`config.mk`:
```
export PLATFORM = sky130hd
export DESIGN_NAME = vloop_burst_ctrl
export DESIGN_NICKNAME = d
export VERILOG_FILES = /design/src/rtl/vloop_pkg.sv /design/src/rtl/vloop_tick_div.sv /design/src/rtl/vloop_pi_core.sv /design/src/rtl/vloop_burst_map.sv /design/src/rtl/vloop_burst_ctrl.sv
export SDC_FILE = /design/constraint.sdc
export NUM_CORES = 2
export LEC_CHECK = 0
export ABC_AREA = 0
export BUFFER_PORTS_ARGS = -buffer_cell sky130_fd_sc_hd__buf_2
export CAP_MARGIN = 20
export CORE_MARGIN = 2
export CORE_UTILIZATION = 39
export CTS_CLUSTER_SIZE = 8
export DETAILED_ROUTE_END_ITERATION = 6
export SETUP_SLACK_MARGIN = 0.02
export SYNTH_ARGS = -nofsm -noshare
export SYNTH_HDL_FRONTEND = slang
export SYNTH_HIERARCHICAL = 1
export SYNTH_SLANG_ARGS = --single-unit
```
`constraint.sdc`:
```
create_clock -name clk -period 11.9 [get_ports clk]
set_clock_uncertainty 0.1 [all_clocks]
set_input_delay 1.19 -clock clk [delete_from_list [all_inputs] [get_ports clk]]
set_output_delay 1.19 -clock clk [all_outputs]
set_load 0.02 [all_outputs]
```
`src/rtl/vloop_pkg.sv`:
```
package vloop_pkg;

    // Sequencer states of one loop evaluation
    typedef enum logic [1:0] {
        ST_IDLE  = 2'd0,
        ST_DIFF  = 2'd1,
        ST_ACCUM = 2'd2,
        ST_SHAPE = 2'd3
    } vl_state_e;

    // Low-load shaping zones
    typedef enum logic [1:0] {
        ZN_OFF   = 2'd0,
        ZN_FLOOR = 2'd1,
        ZN_PASS  = 2'd2
    } vl_zone_e;

    // Fractional bits of the Q8.8 gains
    localparam int FRAC_BITS = 8;

endpackage

```
`src/rtl/vloop_tick_div.sv`:
```
module vloop_tick_div #(
    parameter int DIV = 10
) (
    input  logic clk,
    input  logic rst,
    input  logic strobe,
    output logic tick
);
    localparam int CW = (DIV > 1) ? $clog2(DIV) : 1;
    localparam logic [CW-1:0] LAST = CW'(DIV - 1);

    logic [CW-1:0] cnt_q;

    always_ff @(posedge clk) begin
        if (rst) begin
            cnt_q <= '0;
            tick  <= 1'b0;
        end else if (strobe) begin
            if (cnt_q == LAST) begin
                cnt_q <= '0;
                tick  <= 1'b1;
            end else begin
                cnt_q <= cnt_q + 1'b1;
                tick  <= 1'b0;
            end
        end else begin
            tick <= 1'b0;
        end
    end

    AST_TICK_SINGLE: assert property (@(posedge clk) disable iff (rst)
        (tick && !strobe) |=> !tick);

endmodule

```
`src/rtl/vloop_pi_core.sv`:
```
module vloop_pi_core
    import vloop_pkg::*;
#(
    parameter int ADC_W  = 12,
    parameter int GAIN_W = 16,
    parameter int ACC_W  = 32,
    localparam int ERR_W  = ADC_W + 1,
    localparam int PROD_W = GAIN_W + ERR_W,
    localparam int WIDE_W = ((ACC_W > PROD_W) ? ACC_W : PROD_W) + 1,
    localparam int SUM_W  = WIDE_W + 1
) (
    input  logic                    clk,
    input  logic                    rst,
    input  logic                    diff_ld,
    input  logic                    acc_ld,
    input  logic [ADC_W-1:0]        sample,
    input  logic [ADC_W-1:0]        vset,
    input  logic [ADC_W-1:0]        ov_margin,
    input  logic [GAIN_W-1:0]       kp,
    input  logic [GAIN_W-1:0]       ki,
    input  logic                    at_max,
    output logic                    ov_q,
    output logic signed [SUM_W-1:0] u_q
);
    localparam logic signed [ACC_W-1:0] A_MAX = {1'b0, {(ACC_W-1){1'b1}}};
    localparam logic signed [ACC_W-1:0] A_MIN = {1'b1, {(ACC_W-1){1'b0}}};
    localparam logic signed [SUM_W-1:0] RND_HALF = SUM_W'(2 ** (FRAC_BITS - 1));

    logic signed [ERR_W-1:0]  err_c, err_q;
    logic                     ov_c;
    logic [ERR_W-1:0]         ceil_c;
    logic signed [GAIN_W-1:0] kp_s, ki_s;
    logic signed [PROD_W-1:0] p_full, i_full;
    logic signed [WIDE_W-1:0] i_sum;
    logic signed [ACC_W-1:0]  integ_q, integ_sat, integ_nxt;
    logic signed [SUM_W-1:0]  sum_c, u_c;
    logic                     hold;

    // Error and overvoltage decision, latched in ST_DIFF
    assign err_c  = $signed({1'b0, vset}) - $signed({1'b0, sample});
    assign ceil_c = {1'b0, vset} + {1'b0, ov_margin};
    assign ov_c   = ({1'b0, sample} > ceil_c);

    always_ff @(posedge clk) begin
        if (rst) begin
            err_q <= '0;
            ov_q  <= 1'b0;
        end else if (diff_ld) begin
            err_q <= err_c;
            ov_q  <= ov_c;
        end
    end

    // Full-width products
    assign kp_s   = $signed(kp);
    assign ki_s   = $signed(ki);
    assign p_full = PROD_W'(kp_s) * PROD_W'(err_q);
    assign i_full = PROD_W'(ki_s) * PROD_W'(err_q);

    // Saturating integrator with conditional hold against windup
    assign i_sum = WIDE_W'(integ_q) + WIDE_W'(i_full);
    assign hold  = at_max && !err_q[ERR_W-1] && (err_q != '0);

    always_comb begin
        if (i_sum > WIDE_W'(A_MAX)) begin
            integ_sat = A_MAX;
        end else if (i_sum < WIDE_W'(A_MIN)) begin
            integ_sat = A_MIN;
        end else begin
            integ_sat = i_sum[ACC_W-1:0];
        end
        integ_nxt = hold ? integ_q : integ_sat;
    end

    // Round half up, then drop fractional bits with sign
    assign sum_c = SUM_W'(p_full) + SUM_W'(integ_nxt) + RND_HALF;
    assign u_c   = sum_c >>> FRAC_BITS;

    always_ff @(posedge clk) begin
        if (rst) begin
            integ_q <= '0;
            u_q     <= '0;
        end else if (acc_ld) begin
            integ_q <= integ_nxt;
            u_q     <= u_c;
        end
    end

    AST_INTEG_HOLD: assert property (@(posedge clk) disable iff (rst)
        (acc_ld && hold) |=> (integ_q == $past(integ_q)));

    AST_INTEG_IDLE: assert property (@(posedge clk) disable iff (rst)
        !acc_ld |=> (integ_q == $past(integ_q)));

endmodule

```
`src/rtl/vloop_burst_map.sv`:
```
module vloop_burst_map
    import vloop_pkg::*;
#(
    parameter int U_W   = 34,
    parameter int DAC_W = 10
) (
    input  logic signed [U_W-1:0] u,
    input  logic                  ov,
    input  logic [DAC_W-1:0]      ref_min,
    input  logic [DAC_W-1:0]      ref_max,
    output logic [DAC_W-1:0]      code,
    output vl_zone_e              zone,
    output logic                  at_max
);
    logic signed [U_W-1:0] max_ext;
    logic [DAC_W-1:0]      clampv;
    logic [DAC_W-1:0]      half_min;

    assign max_ext  = $signed({{(U_W-DAC_W){1'b0}}, ref_max});
    assign half_min = ref_min >> 1;

    always_comb begin
        at_max = (u >= max_ext);
        if (u[U_W-1]) begin
            clampv = '0;
        end else if (at_max) begin
            clampv = ref_max;
        end else begin
            clampv = u[DAC_W-1:0];
        end

        if (ov) begin
            zone = ZN_OFF;
            code = '0;
        end else if (clampv >= ref_min) begin
            zone = ZN_PASS;
            code = clampv;
        end else if (clampv >= half_min) begin
            zone = ZN_FLOOR;
            code = ref_min;
        end else begin
            zone = ZN_OFF;
            code = '0;
        end
    end

endmodule

```
`src/rtl/vloop_burst_ctrl.sv`:
```
module vloop_burst_ctrl
    import vloop_pkg::*;
#(
    parameter int ADC_W  = 12,
    parameter int DAC_W  = 10,
    parameter int GAIN_W = 16,
    parameter int ACC_W  = 32,
    parameter int DIV    = 10,
    parameter int NPH    = 2
) (
    input  logic              clk,
    input  logic              rst,
    input  logic              cyc_start,
    input  logic              adc_valid,
    input  logic [ADC_W-1:0]  adc_data,
    input  logic [ADC_W-1:0]  vset,
    input  logic [GAIN_W-1:0] kp,
    input  logic [GAIN_W-1:0] ki,
    input  logic [DAC_W-1:0]  ref_min,
    input  logic [DAC_W-1:0]  ref_max,
    input  logic [ADC_W-1:0]  ov_margin,
    output logic              dac_valid,
    output logic [DAC_W-1:0]  dac_code,
    output logic [NPH-1:0]    phase_en
);
    localparam int ERR_W  = ADC_W + 1;
    localparam int PROD_W = GAIN_W + ERR_W;
    localparam int WIDE_W = ((ACC_W > PROD_W) ? ACC_W : PROD_W) + 1;
    localparam int SUM_W  = WIDE_W + 1;

    vl_state_e             state_q, state_d;
    logic                  tick;
    logic [ADC_W-1:0]      sample_q;
    logic                  ov_q;
    logic signed [SUM_W-1:0] u_q;
    logic [DAC_W-1:0]      map_code;
    vl_zone_e              map_zone;
    logic                  map_at_max;
    logic                  at_max_q;
    logic                  run_en;

    // Sample capture
    always_ff @(posedge clk) begin
        if (rst) begin
            sample_q <= '0;
        end else if (adc_valid) begin
            sample_q <= adc_data;
        end
    end

    vloop_tick_div #(.DIV(DIV)) u_div (
        .clk    (clk),
        .rst    (rst),
        .strobe (cyc_start),
        .tick   (tick)
    );

    vloop_pi_core #(
        .ADC_W  (ADC_W),
        .GAIN_W (GAIN_W),
        .ACC_W  (ACC_W)
    ) u_pi (
        .clk       (clk),
        .rst       (rst),
        .diff_ld   (state_q == ST_DIFF),
        .acc_ld    (state_q == ST_ACCUM),
        .sample    (sample_q),
        .vset      (vset),
        .ov_margin (ov_margin),
        .kp        (kp),
        .ki        (ki),
        .at_max    (at_max_q),
        .ov_q      (ov_q),
        .u_q       (u_q)
    );

    vloop_burst_map #(
        .U_W   (SUM_W),
        .DAC_W (DAC_W)
    ) u_map (
        .u       (u_q),
        .ov      (ov_q),
        .ref_min (ref_min),
        .ref_max (ref_max),
        .code    (map_code),
        .zone    (map_zone),
        .at_max  (map_at_max)
    );

    // State register
    always_ff @(posedge clk) begin
        if (rst) begin
            state_q <= ST_IDLE;
        end else begin
            state_q <= state_d;
        end
    end

    // Next-state decision
    always_comb begin
        state_d = state_q;
        unique case (state_q)
            ST_IDLE:  state_d = tick ? ST_DIFF : ST_IDLE;
            ST_DIFF:  state_d = ST_ACCUM;
            ST_ACCUM: state_d = ST_SHAPE;
            ST_SHAPE: state_d = ST_IDLE;
        endcase
    end

    assign run_en = (map_zone != ZN_OFF);

    // Output registers, loaded when leaving ST_SHAPE
    always_ff @(posedge clk) begin
        if (rst) begin
            dac_valid <= 1'b0;
            dac_code  <= '0;
            at_max_q  <= 1'b0;
        end else begin
            dac_valid <= (state_q == ST_SHAPE);
            if (state_q == ST_SHAPE) begin
                dac_code <= map_code;
                at_max_q <= map_at_max;
            end
        end
    end

    for (genvar g = 0; g < NPH; g++) begin : g_phase
        always_ff @(posedge clk) begin
            if (rst) begin
                phase_en[g] <= 1'b0;
            end else if (state_q == ST_SHAPE) begin
                phase_en[g] <= run_en;
            end
        end
    end

    AST_VALID_ONE: assert property (@(posedge clk) disable iff (rst)
        dac_valid |=> !dac_valid);

    AST_QUIET_HOLD: assert property (@(posedge clk) disable iff (rst)
        !dac_valid |-> ($stable(dac_code) && $stable(phase_en)));

    AST_CODE_LIVE: assert property (@(posedge clk) disable iff (rst)
        (dac_code != '0) |-> (phase_en == {NPH{1'b1}}));

    AST_CODE_CEIL: assert property (@(posedge clk) disable iff (rst)
        (dac_valid && ($past(ref_min) <= $past(ref_max))) |-> (dac_code <= $past(ref_max)));

    AST_OV_OFF: assert property (@(posedge clk) disable iff (rst)
        (state_q == ST_SHAPE && ov_q) |=> (phase_en == '0 && dac_code == '0));

    AST_PHASE_SAME: assert property (@(posedge clk) disable iff (rst)
        (phase_en == '0) || (phase_en == {NPH{1'b1}}));

endmodule

```
* After elaboration in Yosys (flattened, before gate mapping) *
Index checks and enable logic that the tools add are counted.

word-level totals
  register bits after elaboration = 104
  bits in latches = 0
  bits in writable memories = 0
  bits in read-only memories = 0
  input bits = 92
  output and inout port bits = 13
  logic and storage cells = 53
  memories = 0

operators by class
  $add $sub $neg = 6
  multipliers = 2
  div/mod/pow operators = 0
  $lt $le $gt $ge = 6
  equal/unequal tests = 4
  shift operators = 0
  muxes and demuxes = 15
  bitwise logic cells = 1
  reductions and logical operators = 7

operators by type and width
  operator                                                                        number
  32-bit two-way mux                                                              3
  16-bit by 13-bit multiplier with 29-bit output                                  2
  10-bit two-way mux                                                              5
  33-bit by 9-bit adder with 34-bit output, second input constant                 1
  29-bit by 32-bit adder with 33-bit output                                       1
  32-bit by 29-bit adder with 33-bit output                                       1
  33-bit by 32-bit > comparator with 1-bit output, second input constant          1
  33-bit by 32-bit less-than comparator with 1-bit output, second input constant  1
  26-bit by 11-bit greater-or-equal comparator with 1-bit output                  1
  12-bit by 12-bit adder with 13-bit output                                       1
  12-bit by 13-bit > comparator with 1-bit output                                 1
  13-bit nonzero test                                                             1
  12-bit by 12-bit subtractor with 13-bit output                                  1
  10-bit greater-or-equal comparator                                              1
  10-bit by 9-bit greater-or-equal comparator with 1-bit output                   1
  2-bit one-hot mux with 4 select lines                                           1
  4-bit by 1-bit adder with 4-bit output, second input constant                   1
  2-bit == test, second input constant                                            2
  4-bit == test, second input constant                                            1
  2-bit two-way mux                                                               2
  4-bit two-way mux                                                               1
  1-bit two-way mux                                                               3
  2-bit by 1-bit == test with 1-bit output, second input constant                 1
  1-bit logical AND                                                               2
  5 further kinds                                                                 5

* Logic depth before layout (Yosys ltp) *
  word-level depth = 8
  depth in mapped cells = 51

* Cells and area by module *
Netlist, hierarchy kept.

modules (own cells, without submodules)
  module            instances  cells an instance  area an instance (um^2)  sequential area each (um^2)
  vloop_pi_core     1          2707               23806.6                  1441.4
  vloop_burst_map   1          200                1436.4                   0.0
  vloop_burst_ctrl  1          94                 1032.2                   540.5
  vloop_tick_div    1          22                 207.7                    100.1

* Least setup slack after synthesis *
No wires, ideal clock.

  path kind = input to register
  from = in ki[15]
  to = reg u_pi.u_q[18]
  setup time = 0.118 ns
  data arrival time = 12.580 ns
  setup slack = -0.898 ns
  stages = 45
  cells stage by stage = clkbuf_1 -> nand2_1 -> fa_1 -> fa_1 -> inv_1 -> fa_1 -> fa_1 -> fa_1 -> inv_1 -> fa_1 -> inv_1 -> ha_1 -> a21o_1 -> a21o_1 -> a221o_1 -> nand2b_1 -> o21ai_1 -> or3_1 -> (+9 left out) -> inv_1 -> fa_1 -> inv_1 -> fa_1 -> inv_1 -> ha_1 -> nor2b_1 -> o21ai_0 -> nand2b_1 -> or2_2 -> nand3_1 -> or2_2 -> nor3_1 -> or3_1 -> a21oi_1 -> nand2b_1 -> a31o_2 -> o21ai_1

between the ends
  longest elaborated chain between the ends = 8
  elaborated cells on any way between the ends = 9

ends and longest elaborated chain
  item                                                     RTL line                RTL
  from (decl)                                              vloop_burst_ctrl.sv:18  input logic [GAIN_W-1:0] ki,
  16-bit by 13-bit multiplier with 29-bit output (*)       vloop_pi_core.sv:58     assign i_full = PROD_W'(ki_s) * PROD_W'(err_q);
  32-bit by 29-bit adder with 33-bit output (*)            vloop_pi_core.sv:61     assign i_sum = WIDE_W'(integ_q) + WIDE_W'(i_full);
  33-bit by 32-bit less-than comparator with 1-bit output  vloop_pi_core.sv:67     end else if (i_sum < WIDE_W'(A_MIN)) begin
  32-bit two-way mux                                       vloop_pi_core.sv:67
  32-bit two-way mux (*)                                   vloop_pi_core.sv:65     if (i_sum > WIDE_W'(A_MAX)) begin
  32-bit two-way mux (*)                                   vloop_pi_core.sv:72     integ_nxt = hold ? integ_q : integ_sat;
  via u_pi.integ_nxt[16]                                   vloop_pi_core.sv:35     logic signed [ACC_W-1:0] integ_q, integ_sat, integ_nxt;
  29-bit by 32-bit adder with 33-bit output (*)            vloop_pi_core.sv:76     assign sum_c = SUM_W'(p_full) + SUM_W'(integ_nxt) + RND_HALF;
  33-bit by 9-bit adder with 34-bit output (*)             vloop_pi_core.sv:76
  to (signal assigned)                                     vloop_pi_core.sv:85     u_q <= u_c;
  to (decl)                                                vloop_pi_core.sv:23     output logic signed [SUM_W-1:0] u_q

The timed path passes the listed nets; every way through them passes the cells marked *.
A chain may end at the register's enable or synchronous reset.

* Worst setup path in the final report *
  from = in ki[14]
  to = reg u_pi.u_q[20]

Same word-level chain as after synthesis.

==> metrics.json <==
{
  "number_of_enable_type_register_cells_in_the_synthesized_netlist": {"value": 0},
  "arithmetic_cell_share_of_the_synthesized_area_counting_full_adders_half_adders_and_majority_gates": {"value": 51.1, "unit": "%"},
  "area_of_the_mapped_netlist": {"value": 26500, "unit": "µm²"},
  "yosys-mux-area-fraction": {"value": 3.08, "unit": "%"},
  "worstHoldPathCells": {"value": 2},
  "synth.distinct_cells": {"value": 88},
  "sequential_cell_area_fraction_in_the_yosys_report": {"value": 7.86, "unit": "%"},
  "critPathSlowestCell": {"value": "sky130_fd_sc_hd__fa_1"},
  "power_switching": {"value": 0.252, "unit": "mW"},
  "power_density": {"value": 26.0, "unit": "nW/µm²"},
  "post_cts_hold_buffer_count": {"value": 0},
  "drt_pre_antenna_iters": {"value": 5},
  "yosysWarnings": {"value": 6},
  "final.min_clock_period": {"value": 11.99, "unit": "ns"},
  "power.share.clock": {"value": 38.7, "unit": "%"},
  "antenna_found_initial": {"value": 9},
  "failed_checks": {"value": "setup timing"},
  "vias_in_the_first_global_route": {"value": 21159},
  "fill_cells": {"value": 6529},
  "path_clk_slew": {"value": 0.09, "unit": "ns"},
  "ioPinCount": {"value": 105},
  "chipHeight": {"value": 265, "unit": "µm"},
  "gp_routability_congestion": {"value": 0.849},
  "finalHoldViolCount": {"value": 0},
  "crit-reg2reg-capture": {"value": "u_pi/u_q[20]$_SDFFE_PP0P_"},
  "worst_setup_path_end_kind": {"value": "flip-flop"},
  "clock_tree.htree_level_count": {"value": 3},
  "cp_common_cell": {"value": "sky130_fd_sc_hd__fa_1"},
  "cts.sink_count": {"value": 104},
  "nets_in_the_synthesized_netlist": {"value": 3873},
  "grt_start_max_net_pins": {"value": 66},
  "viasPerCell": {"value": 4.80},
  "floorplan.initialDensity": {"value": 39.4, "unit": "%"},
  "yosys_most_used_dff": {"value": "sky130_fd_sc_hd__dfxtp_1"},
  "fp.dieArea": {"value": 70000, "unit": "µm²"},
  "synth-compound-area-share": {"value": 7.72, "unit": "%"},
  "crit_fanout": {"value": 13},
  "fp-row-count": {"value": 95},
  "grt_setup_unrepaired": {"value": "true"},
  "seq_power_share": {"value": 43.7, "unit": "%"},
  "totalNegativeSetupSlack": {"value": -0.305, "unit": "ns"},
  "synthCells": {"value": 3023},
  "worst-endpoint-arrival": {"value": 12.15, "unit": "ns"},
  "worst-r2r-setup-slack": {"value": 0.13, "unit": "ns"},
  "rr_worst_depth": {"value": 45},
  "worstHoldPathType": {"value": "reg -> reg"},
  "via_count": {"value": 20071},
  "drive_above_1_share": {"value": 18.5, "unit": "%"},
  "power_switching_share": {"value": 31.2, "unit": "%"},
  "vdd.ir_drop.worst": {"value": 0.0750, "unit": "mV"},
  "max-clock-path-buffers": {"value": 2},
  "clock_tree.root_cell": {"value": "sky130_fd_sc_hd__clkbuf_16"},
  "footprint_of_the_multi_input_gates": {"value": 22000, "unit": "µm²"},
  "detail_route.iter0.violations": {"value": 1038},
  "status": {"value": "finished with violations"},
  "register_area": {"value": 2080, "unit": "µm²"},
  "tritoncts": {"value": "done"},
  "drt-wirelength-per-cell": {"value": 16.1, "unit": "µm"},
  "min_from": {"value": "u_pi/u_q[13]$_SDFFE_PP0P_"},
  "grt_overflow_total": {"value": 0},
  "final_hpwl_dp": {"value": 56.5, "unit": "mm"},
  "endpoint_of_the_worst_hold_path": {"value": "u_pi/u_q[13]$_SDFFE_PP0P_"},
  "port-buffer-count": {"value": 104},
  "final_nets": {"value": 4152},
  "power_report.internal_total": {"value": 0.557, "unit": "mW"},
  "post-route-period-util": {"value": 101, "unit": "%"},
  "clock_latency": {"value": 0.39, "unit": "ns"},
  "r2r-start": {"value": "u_pi/err_q[9]$_SDFFE_PP0P_"},
  "ant_nets": {"value": 0},
  "finalSetupViolCount": {"value": 5},
  "drt_drc_violations_left": {"value": 0},
  "fp.dieW": {"value": 265, "unit": "µm"},
  "async_reset_ff_share": {"value": 0, "unit": "%"},
  "worst-setup-path-type": {"value": "in -> reg"},
  "worst_ep_required_time": {"value": 12.06, "unit": "ns"},
  "areaGrowthSynthToFinish": {"value": 17.8, "unit": "%"},
  "p_leak": {"value": 15.4, "unit": "nW"},
  "drv.max_cap_violation_count": {"value": 0},
  "critical_path_max_stage_delay": {"value": 0.54, "unit": "ns"},
  "flops_latches_synth": {"value": 104},
  "relative_contribution_of_combinational_cells_to_total_power": {"value": 17.6, "unit": "%"},
  "synthesized_area_per_cell": {"value": 8.76, "unit": "µm²"},
  "max_freq": {"value": 83.4, "unit": "MHz"},
  "design.core.area": {"value": 67200, "unit": "µm²"},
  "worst_slack": {"value": -0.0856, "unit": "ns"},
  "track_usage": {"value": 19.9, "unit": "%"},
  "synth_xor_xnor_area_share": {"value": 2.54, "unit": "%"},
  "tightest_slew": {"value": 1.09, "unit": "ns"},
  "synth_top_family_by_area": {"value": "adder cells"},
  "final_core_utilization": {"value": 46.5, "unit": "%"},
  "wl": {"value": 67.4, "unit": "mm"},
  "timing.slew.headroom": {"value": 27.0, "unit": "%"},
  "grt_pass1_wl": {"value": 111, "unit": "mm"},
  "max_slew_violation_total_from_the_final_report": {"value": 0},
  "numCtsBuffers": {"value": 9},
  "critical_path.startpoint_type": {"value": "primary input"},
  "synth_simple_gate_area_share": {"value": 15.3, "unit": "%"},
  "whs": {"value": 0.357, "unit": "ns"}
}
## kinds of logic after synthesis
family	after synthesis
and+or+nand+nor	819
muxes	81
buffers and inverters	850
AOI/OAI and AO/OA	312
xor gates and xnor gates	76
DFF	104
adders and majority gates	781
## flip-flops by register name (all words and copies together), names as in the netlist
register,cells
dac_code,10
u_pi/ov_q,1
sample_q,12
at_max_q,1
state_q,2
u_div/cnt_q,4
dac_valid,1
phase_en,1
u_pi/u_q,26
u_pi/integ_q,32
u_pi/err_q,13
u_div/tick,1
## power groups by stage
| stage | sequential [mW] | combinational (mW) | clock, mW |
|---|---|---|---|
| final | 0.354 | 0.143 | 0.313 |
| after CTS | 0.354 | 0.141 | 0.321 |
| after global routing | 0.355 | 0.160 | 0.332 |
| after floorplan | 0.361 | 0.0826 | 0 |
| after detailed placement | 0.362 | 0.140 | 0 |
| after global placement | 0.362 | 0.137 | 0 |
## metrics by stage
stage,total power [mW],instances,setup slack (ns),area (µm²)
2_1_floorplan,0.444,3023,-0.0259,26800
3_3_place_gp,0.499,4134,-0.585,30000
3_5_place_dp,0.502,4134,-0.701,30000
4_1_cts,0.816,4160,0.0297,30500
5_1_grt,0.847,4182,-0.378,31200
6_report,0.810,4183,-0.0856,31200
## repair_timing
action / in CTS / in global routing
hold endpoints to repair: 0 / 0
setup endpoints to repair: 21 / 26
setup buffers: 9 / 18
pin swaps: 38 / 84
cloned: 1 / 2
resized for setup: 43 / 136
## worst max-delay path: cells and delay by family
| family | cells | cell delay, ns |
|---|---|---|
| compound gates | 10 | 1.72 |
| simple gates | 9 | 1.59 |
| fa+ha+maj | 15 | 6.63 |
| buf+inv | 11 | 0.86 |
| xor+xnor | 1 | 0.16 |
## cells in the final DEF (no fill, tap or decap), drive strengths merged, types with 26 or more instances in the layout
cell type and n:
a21o 33, a21oi 92, and2 203, buf 393
dfxtp 104, fa 508, ha 250, inv 724
mux2i 80, nand2 277, nand2b 30, nand3 26
nor2 166, nor3 36, o21ai 83, xnor2 46
xor2 30
## Yosys cell counts (45+ instances only)
cell                       number  area [µm²]
sky130_fd_sc_hd__dfxtp_1      104        2080
sky130_fd_sc_hd__nor2_1       165         619
sky130_fd_sc_hd__ha_1         250        3130
sky130_fd_sc_hd__xnor2_1       45         394
sky130_fd_sc_hd__and2_1       202        1260
sky130_fd_sc_hd__inv_1        719        2700
sky130_fd_sc_hd__fa_1         508       10200
sky130_fd_sc_hd__nand2_1      276        1040
sky130_fd_sc_hd__clkbuf_1     102         383
sky130_fd_sc_hd__mux2i_1       80         801
sky130_fd_sc_hd__o21ai_0       70         350
sky130_fd_sc_hd__a21oi_1       90         450
## how the worst max path moves through the flow
| stage | from | end | slack [ns] | cells after the start |
|---|---|---|---|---|
| floorplan | ki[15] | u_pi/u_q[20]$_SDFFE_PP0P_ | -0.03 | 45 |
| CTS | ki[15] | u_pi/u_q[15]$_SDFFE_PP0P_ | 0.03 | 47 |
| global route | ki[15] | u_pi/u_q[14]$_SDFFE_PP0P_ | -0.38 | 49 |
| finish | ki[14] | u_pi/u_q[20]$_SDFFE_PP0P_ | -0.09 | 46 |
| global placement | ki[15] | u_pi/u_q[19]$_SDFFE_PP0P_ | -0.59 | 44 |
| detailed placement | ki[15] | u_pi/u_q[20]$_SDFFE_PP0P_ | -0.70 | 46 |
## per-layer routing
| layer | vias up | track usage [%] | part of all wire, % |
|---|---|---|---|
| met5 | - | 0 | 0.096 |
| met4 | 8 | 4.53 | 1.8 |
| met3 | 77 | 3.46 | 5.7 |
| met2 | 388 | 33.4 | 47 |
| met1 | 9835 | 27.0 | 46 |
| li1 | 9763 | - | - |
## final cells by class
| class | count | area share (%) |
|---|---|---|
| Antenna cell | 3 | 0.0241 |
| Clock buffer | 10 | 0.734 |
| Clock inverter | 6 | 0.184 |
| Inverter | 720 | 8.66 |
| Multi-Input combinational cell | 2069 | 70.5 |
| Sequential cell | 104 | 6.67 |
| Tap cell | 873 | 3.50 |
| Timing Repair Buffer | 398 | 9.71 |
No activity file was read; power rests on OpenSTA's default activity.
